$ cat config.mk
export PLATFORM = sky130hd
export DESIGN_NAME = zaddr_decoder
export DESIGN_NICKNAME = d
export VERILOG_FILES = /design/src/rtl/zaddr_pkg.sv /design/src/rtl/zaddr_digit.sv /design/src/rtl/zaddr_sum.sv /design/src/rtl/zaddr_decoder.sv
export SDC_FILE = /design/constraint.sdc
export NUM_CORES = 1
export LEC_CHECK = 0
export BUFFER_PORTS_ARGS = -buffer_cell sky130_fd_sc_hd__buf_2
export CAP_MARGIN = 10
export CELL_PAD_IN_SITES_DETAIL_PLACEMENT = 1
export CELL_PAD_IN_SITES_GLOBAL_PLACEMENT = 2
export CORE_MARGIN = 5
export CORE_UTILIZATION = 36
export DETAILED_ROUTE_END_ITERATION = 10
export GPL_TIMING_DRIVEN = 1
export MAX_ROUTING_LAYER = met4
export PLACE_DENSITY_LB_ADDON = 0.25
export SLEW_MARGIN = 0
export SYNTH_ARGS = -nofsm -noshare
export SYNTH_HDL_FRONTEND = slang
export SYNTH_SLANG_ARGS = --single-unit
$ cat constraint.sdc
create_clock -name clk -period 1.57 [get_ports clk]
set_clock_uncertainty 0.2 [all_clocks]
set_input_delay 0.2355 -clock clk [delete_from_list [all_inputs] [get_ports clk]]
set_output_delay 0.2355 -clock clk [all_outputs]
set_load 0.01 [all_outputs]
$ cat src/rtl/zaddr_pkg.sv
package zaddr_pkg;

  localparam int CHAR_W = 6;
  localparam int NUM_W  = 4;
  localparam int ZONE_W = 2;
  localparam int NDIGIT = 3;

  // Weights contributed by the zone fields of the hundreds and units characters.
  localparam int HUND_ZONE_STEP = 1000;
  localparam int UNIT_ZONE_STEP = 4000;

  typedef struct packed {
    logic [ZONE_W-1:0] zone;  // [1] = B zone, [0] = A zone
    logic [NUM_W-1:0]  num;
  } zchar_t;

  typedef enum logic [ZONE_W-1:0] {
    IDX_NONE = 2'b00,
    IDX_A    = 2'b01,
    IDX_B    = 2'b10,
    IDX_BA   = 2'b11
  } idx_sel_e;

endpackage

$ cat src/rtl/zaddr_digit.sv
// Numeric code to decimal digit.
module zaddr_digit
  import zaddr_pkg::*;
(
  input  logic [NUM_W-1:0] code_i,
  output logic [NUM_W-1:0] val_o
);

  always_comb begin
    unique case (code_i)
      4'd10:                               val_o = '0;            // 8-2 pattern is zero
      4'd11, 4'd12, 4'd13, 4'd14, 4'd15:   val_o = code_i - 4'd10;
      default:                             val_o = code_i;
    endcase
  end

endmodule

$ cat src/rtl/zaddr_sum.sv
// Weighted sum of the digits and zone contributions, reduced into range.
module zaddr_sum
  import zaddr_pkg::*;
#(
  parameter int ADDR_W = 14,
  parameter int LIMIT  = 16000
) (
  input  logic [NUM_W-1:0]  hund_val_i,
  input  logic [NUM_W-1:0]  tens_val_i,
  input  logic [NUM_W-1:0]  unit_val_i,
  input  logic [ZONE_W-1:0] hund_zone_i,
  input  logic [ZONE_W-1:0] unit_zone_i,
  output logic [ADDR_W-1:0] addr_o
);

  localparam int SUM_W = ADDR_W + 1;

  logic [SUM_W-1:0] digits;
  logic [SUM_W-1:0] zones;
  logic [SUM_W-1:0] total;

  always_comb begin
    digits = SUM_W'(unit_val_i)
           + SUM_W'(tens_val_i) * SUM_W'(10)
           + SUM_W'(hund_val_i) * SUM_W'(100);
    zones  = SUM_W'(hund_zone_i) * SUM_W'(HUND_ZONE_STEP)
           + SUM_W'(unit_zone_i) * SUM_W'(UNIT_ZONE_STEP);
    total  = digits + zones;
    if (total >= SUM_W'(LIMIT)) begin
      addr_o = ADDR_W'(total - SUM_W'(LIMIT));
    end else begin
      addr_o = ADDR_W'(total);
    end
  end

endmodule

$ cat src/rtl/zaddr_decoder.sv
module zaddr_decoder
  import zaddr_pkg::*;
#(
  parameter int ADDR_W = 14,
  parameter int LIMIT  = 16000,
  parameter bit PIPE   = 1'b1
) (
  input  logic              clk,
  input  logic              rst_n,
  input  logic              in_valid,
  input  logic [CHAR_W-1:0] hund_i,
  input  logic [CHAR_W-1:0] tens_i,
  input  logic [CHAR_W-1:0] unit_i,
  output logic              out_valid,
  output logic [ADDR_W-1:0] addr_o,
  output logic [ZONE_W-1:0] idx_sel_o
);

  // Character slots: 0 = units, 1 = tens, 2 = hundreds.
  zchar_t           chr  [NDIGIT];
  logic [NUM_W-1:0] dval [NDIGIT];
  logic [ADDR_W-1:0] addr_c;
  idx_sel_e          idx_c;

  assign chr[0] = zchar_t'(unit_i);
  assign chr[1] = zchar_t'(tens_i);
  assign chr[2] = zchar_t'(hund_i);

  for (genvar g = 0; g < NDIGIT; g++) begin : g_digit
    zaddr_digit u_digit (
      .code_i (chr[g].num),
      .val_o  (dval[g])
    );
  end

  zaddr_sum #(
    .ADDR_W (ADDR_W),
    .LIMIT  (LIMIT)
  ) u_sum (
    .hund_val_i  (dval[2]),
    .tens_val_i  (dval[1]),
    .unit_val_i  (dval[0]),
    .hund_zone_i (chr[2].zone),
    .unit_zone_i (chr[0].zone),
    .addr_o      (addr_c)
  );

  // Tens zone is the index selector only.
  assign idx_c = idx_sel_e'(chr[1].zone);

  if (PIPE) begin : g_reg
    logic              vld_d,  vld_q;
    logic [ADDR_W-1:0] addr_d, addr_q;
    idx_sel_e          idx_d,  idx_q;

    always_comb begin
      vld_d  = in_valid;
      addr_d = addr_q;
      idx_d  = idx_q;
      if (in_valid) begin
        addr_d = addr_c;
        idx_d  = idx_c;
      end
    end

    always_ff @(posedge clk or negedge rst_n) begin
      if (!rst_n) begin
        vld_q  <= 1'b0;
        addr_q <= '0;
        idx_q  <= IDX_NONE;
      end else begin
        vld_q  <= vld_d;
        addr_q <= addr_d;
        idx_q  <= idx_d;
      end
    end

    assign out_valid = vld_q;
    assign addr_o    = addr_q;
    assign idx_sel_o = idx_q;
  end else begin : g_comb
    assign out_valid = in_valid;
    assign addr_o    = addr_c;
    assign idx_sel_o = idx_c;
  end

endmodule

==> reports/results.txt <==
Number of instances in the synthesized netlist: 281. The run gives 0 as the final count of pins violating max slew. The total number of H-tree levels is 1, and the via-per-instance ratio is 5.31.

The starting density of the core came out at 0.373. The cell area reported after detailed placement came out at 3610 µm². The tools report the endpoint of the most critical register-to-register path as addr_o[7]. For this run, the number of Yosys warnings is 0. The cell area power density is 2010 nW/µm². Counting along the longest clock path gives a buffer depth of 2. Summed over all cells, the static leakage comes to 2.06 nW.

In the synthesized netlist the dominant register cell turns out to be sky130_fd_sc_hd__dfrtp_1. The final HPWL from detailed placement is 6080 µm, and the filler cell count is 756. The async set-reset flop share out of synthesis was 1.00; the count of different cell masters after synthesis was 48. Once detail routing completed, the nets flagged for antenna violations numbered 0. The hold violation total from the final report came out at 0. The growth of design area from synthesis to finish is 70.9%. Setup repair after global routing could not meet its margin everywhere. The number of max-capacitance violations reported is 0. The internal portion of total power was 4.59 mW. The multi-input combinational cells in the finished layout cover a total of 2520 µm².

0 antenna diodes ended up in the layout. Leaving out filler cells and counting taps, the final layout contains 514. The run gives 3031 as the via count of the first global-routing pass.

The tree is rooted in a sky130_fd_sc_hd__clkbuf_8. The detailed router placed 2727 vias in this run. Sequential cell fraction of total power: 0.079. The tools report the switching power summed over all nets as 4.22 mW.

The destination of the critical timing path is addr_o[8]. Timing would allow up to 180 MHz. Clock-pin slew was measured on the worst setup and hold paths at 70 ps.

The register bit total from synthesis was 17; the remaining design rule violation count was 0. The area share of the largest cell type after synthesis was 0.220. Beginning of the critical path: tens_i[2]. The count of buffers added on input and output ports is 37. STA classifies the critical path endpoint as a flop. For the worst setup path, the data required time is 1510 ps. The register-to-register setup slack came out at 330 ps.

Overall power consumption after layout is estimated at 8.81 mW. The number of placed I/O pins was 38. The min-delay analysis places its worst path in the category in2reg. The tools report the startpoint kind of the worst setup timing path as a primary input. The run finished, with violations left.

The logs give 0.693 for the worst slew margin relative to its limit and 363 for the synthesized netlist net count. Summed over all instances, the cell type with the most area after synthesis is sky130_fd_sc_hd__ha_1. The total global-route track usage is 0.221, and the time the worst path needs with I/O delays and setup is 5560 ps.

The met3 wirelength from detailed routing is 419 µm, and the die boundary width is 94.3 µm. For the aggregate routed wire length, the log shows 10800 µm. The slew at the pin closest to its max-slew limit came out at 457 ps. The logs give 30 for the number of placement rows and 4380 µm² for the summed area of non-filler cells in the final layout. The top routing layer in use is met4.

After the last flow step, the layout net total stands at 501. The total setup violations reported at the end of the flow was 12; the total instance count after detailed placement was 478. After synthesis the cells add up to 2560 µm².

In this run the standard cell core region covers 6870 µm². The area taken by flip-flops and latches was 425 µm². The final critical-path share of the clock period was 3.54; the maximum vdd drop was 0.842 mV.

The initial antenna violation count was 0; the detailed-route wire length on metal 1 was 4240 µm. The run gives 118 as the number of DRC violations after detailed-routing iteration 0. The synthesized design contains 0 enable-type register cells. In this run the vertical extent of the chip is 94.3 µm. The clock latency on the worst-skew pair was 250 ps; the worst reg-to-reg path cell count was 2. The per-cell routed wire length was 20.9 µm. The switching part of the total came out at 0.479. By count the netlist is led by sky130_fd_sc_hd__inv_1, sky130_fd_sc_hd__ha_1, sky130_fd_sc_hd__dfrtp_1, sky130_fd_sc_hd__fa_1, sky130_fd_sc_hd__nor2_1. The worst path setup slack after routing was -3990 ps; the number of buffers created by CTS was 3.

The die covers 8900 µm². The pin count of the biggest net entering global routing came out at 18. The first global-routing pass estimated 15100 µm of wire.

Ranked by total cell area, the synthesized netlist is headed by sky130_fd_sc_hd__ha_1, sky130_fd_sc_hd__dfrtp_1, sky130_fd_sc_hd__fa_1, sky130_fd_sc_hd__inv_1, sky130_fd_sc_hd__mux2_2. The logs give 5490 ps for the arrival time at the worst endpoint and 4 for the count of TritonRoute iterations in the first routing pass. The worst setup path is of the in2reg kind. The most frequent cell after synthesis was sky130_fd_sc_hd__inv_1. The worst-path maximum fanout was 6. For the routability congestion estimate from global placement, the log shows 0.777. The clock drives 17 sinks. The clock share of power was 0.038. TritonCTS built the clock tree.

Fraction of final layout cells sized beyond drive strength 1: 0.574. The average cell area after synthesis is 9.11 µm², and the wire length on met2 is 5790 µm. The tools report the critical register-to-register path startpoint as addr_o[7].

The checks that failed: setup timing. The proportion of synthesized chip area in sequential cells came out at 0.166. The logs give 0.883 for the combinational cell fraction of total power and 0 for the overflow left after global routing.
final cells by class:
class                      instances  share of cell area
sequential                        17              0.0972
tap                               96              0.0275
clock buffer                       4              0.0103
multi-input combinational        210               0.576
timing repair buffer             138               0.240
inverter                          49              0.0489
worst max-delay path, cell delays in order:
cell and delay [ps]:
sky130_fd_sc_hd__buf_12 100, sky130_fd_sc_hd__inv_12 30, sky130_fd_sc_hd__ha_4 140, sky130_fd_sc_hd__o21ai_2 70, sky130_fd_sc_hd__o21ai_2 90, sky130_fd_sc_hd__nand2_2 90
sky130_fd_sc_hd__inv_2 70, sky130_fd_sc_hd__ha_4 270, sky130_fd_sc_hd__ha_4 140, sky130_fd_sc_hd__inv_2 40, sky130_fd_sc_hd__fa_2 630, sky130_fd_sc_hd__buf_6 130
sky130_fd_sc_hd__xnor2_2 120, sky130_fd_sc_hd__fa_1 470, sky130_fd_sc_hd__fa_1 550, sky130_fd_sc_hd__inv_2 70, sky130_fd_sc_hd__fa_2 400, sky130_fd_sc_hd__a211oi_4 330
sky130_fd_sc_hd__nor2_2 90, sky130_fd_sc_hd__xor2_2 170, sky130_fd_sc_hd__buf_4 170, sky130_fd_sc_hd__o31ai_4 300, sky130_fd_sc_hd__nand3_4 150, sky130_fd_sc_hd__o311a_1 320
sky130_fd_sc_hd__o41ai_2 290
state kept, by name, indices dropped and copies added, names as in the netlist:
register   cells
out_valid      1
idx_sel_o      2
addr_o        14
power groups by stage:
| stage | clock, mW | combinational [mW] | sequential, mW |
|---|---|---|---|
| 2_1_floorplan | 0 | 3.34 | 0.768 |
| 3_3_place_gp | 0 | 5.23 | 0.688 |
| 3_5_place_dp | 0 | 5.39 | 0.702 |
| 4_1_cts | 0.339 | 6.48 | 0.694 |
| 5_1_grt | 0.355 | 8.17 | 0.717 |
| 6_report | 0.331 | 7.78 | 0.698 |
repair_timing:
| action | 4_1_cts | 5_1_grt |
|---|---|---|
| endpoints found under the setup margin | 12 | 12 |
| gates cloned | 0 | 0 |
| endpoints found under the hold margin | 17 | 0 |
| setup buffers | 20 | 14 |
| resized for setup | 61 | 34 |
| pin swaps | 41 | 40 |
| hold buffers | 1 | 0 |
layout by cell type (no fill, tap or decap), drive strengths merged, types with 2 or more instances in the layout:
cell type	instances
fa	16
inv	49
xor2	7
xnor2	8
nand3	9
dfrtp	17
a211oi	5
mux2i	4
a31oi	5
clkbuf	4
o21a	2
nand3b	2
ha	45
nor2b	2
nor3	10
a21o	7
nor4	3
or3	2
o31ai	3
a21oi	13
nor3b	2
o21ai	14
buf	137
nor2	16
and2	4
nand2	10
mux2	8
layer usage:
metal / vias to the layer above / global-route usage
met5: - / -
met4: 0 / 0.0710
met3: 29 / 0.0144
met2: 95 / 0.428
met1: 1365 / 0.238
li1: 1238 / -
cell families after synthesis:
| logic type | synth area share |
|---|---|
| simple gates | 0.136 |
| fa+ha+maj | 0.345 |
| compound gates | 0.168 |
| buf+inv | 0.0792 |
| flops | 0.166 |
| xor+xnor | 0.0543 |
| mux | 0.0508 |
worst min path at each step:
stage,startpoint,endpoint,cells past startpoint
2_1_floorplan,rst_n,addr_o[0],0
3_3_place_gp,rst_n,addr_o[2],1
3_5_place_dp,rst_n,addr_o[0],1
4_1_cts,tens_i[4],idx_sel_o[0],2
5_1_grt,tens_i[4],idx_sel_o[0],2
6_report,tens_i[4],idx_sel_o[0],2
metrics by stage:
stage / worst slack (ps) / util / hold slack, ps / TNS [ps]
3_3_place_gp: -4040 / 0.526 / -22.7 / -37590
4_1_cts: -3700 / 0.605 / 6.87 / -33830
2_1_floorplan: -3750 / - / -260 / -32240
6_report: -3990 / 0.637 / 13.7 / -36700
5_1_grt: -4080 / 0.637 / 17.4 / -37770
3_5_place_dp: -4180 / 0.526 / -14.3 / -39040
No activity file was read; power rests on OpenSTA's default activity.
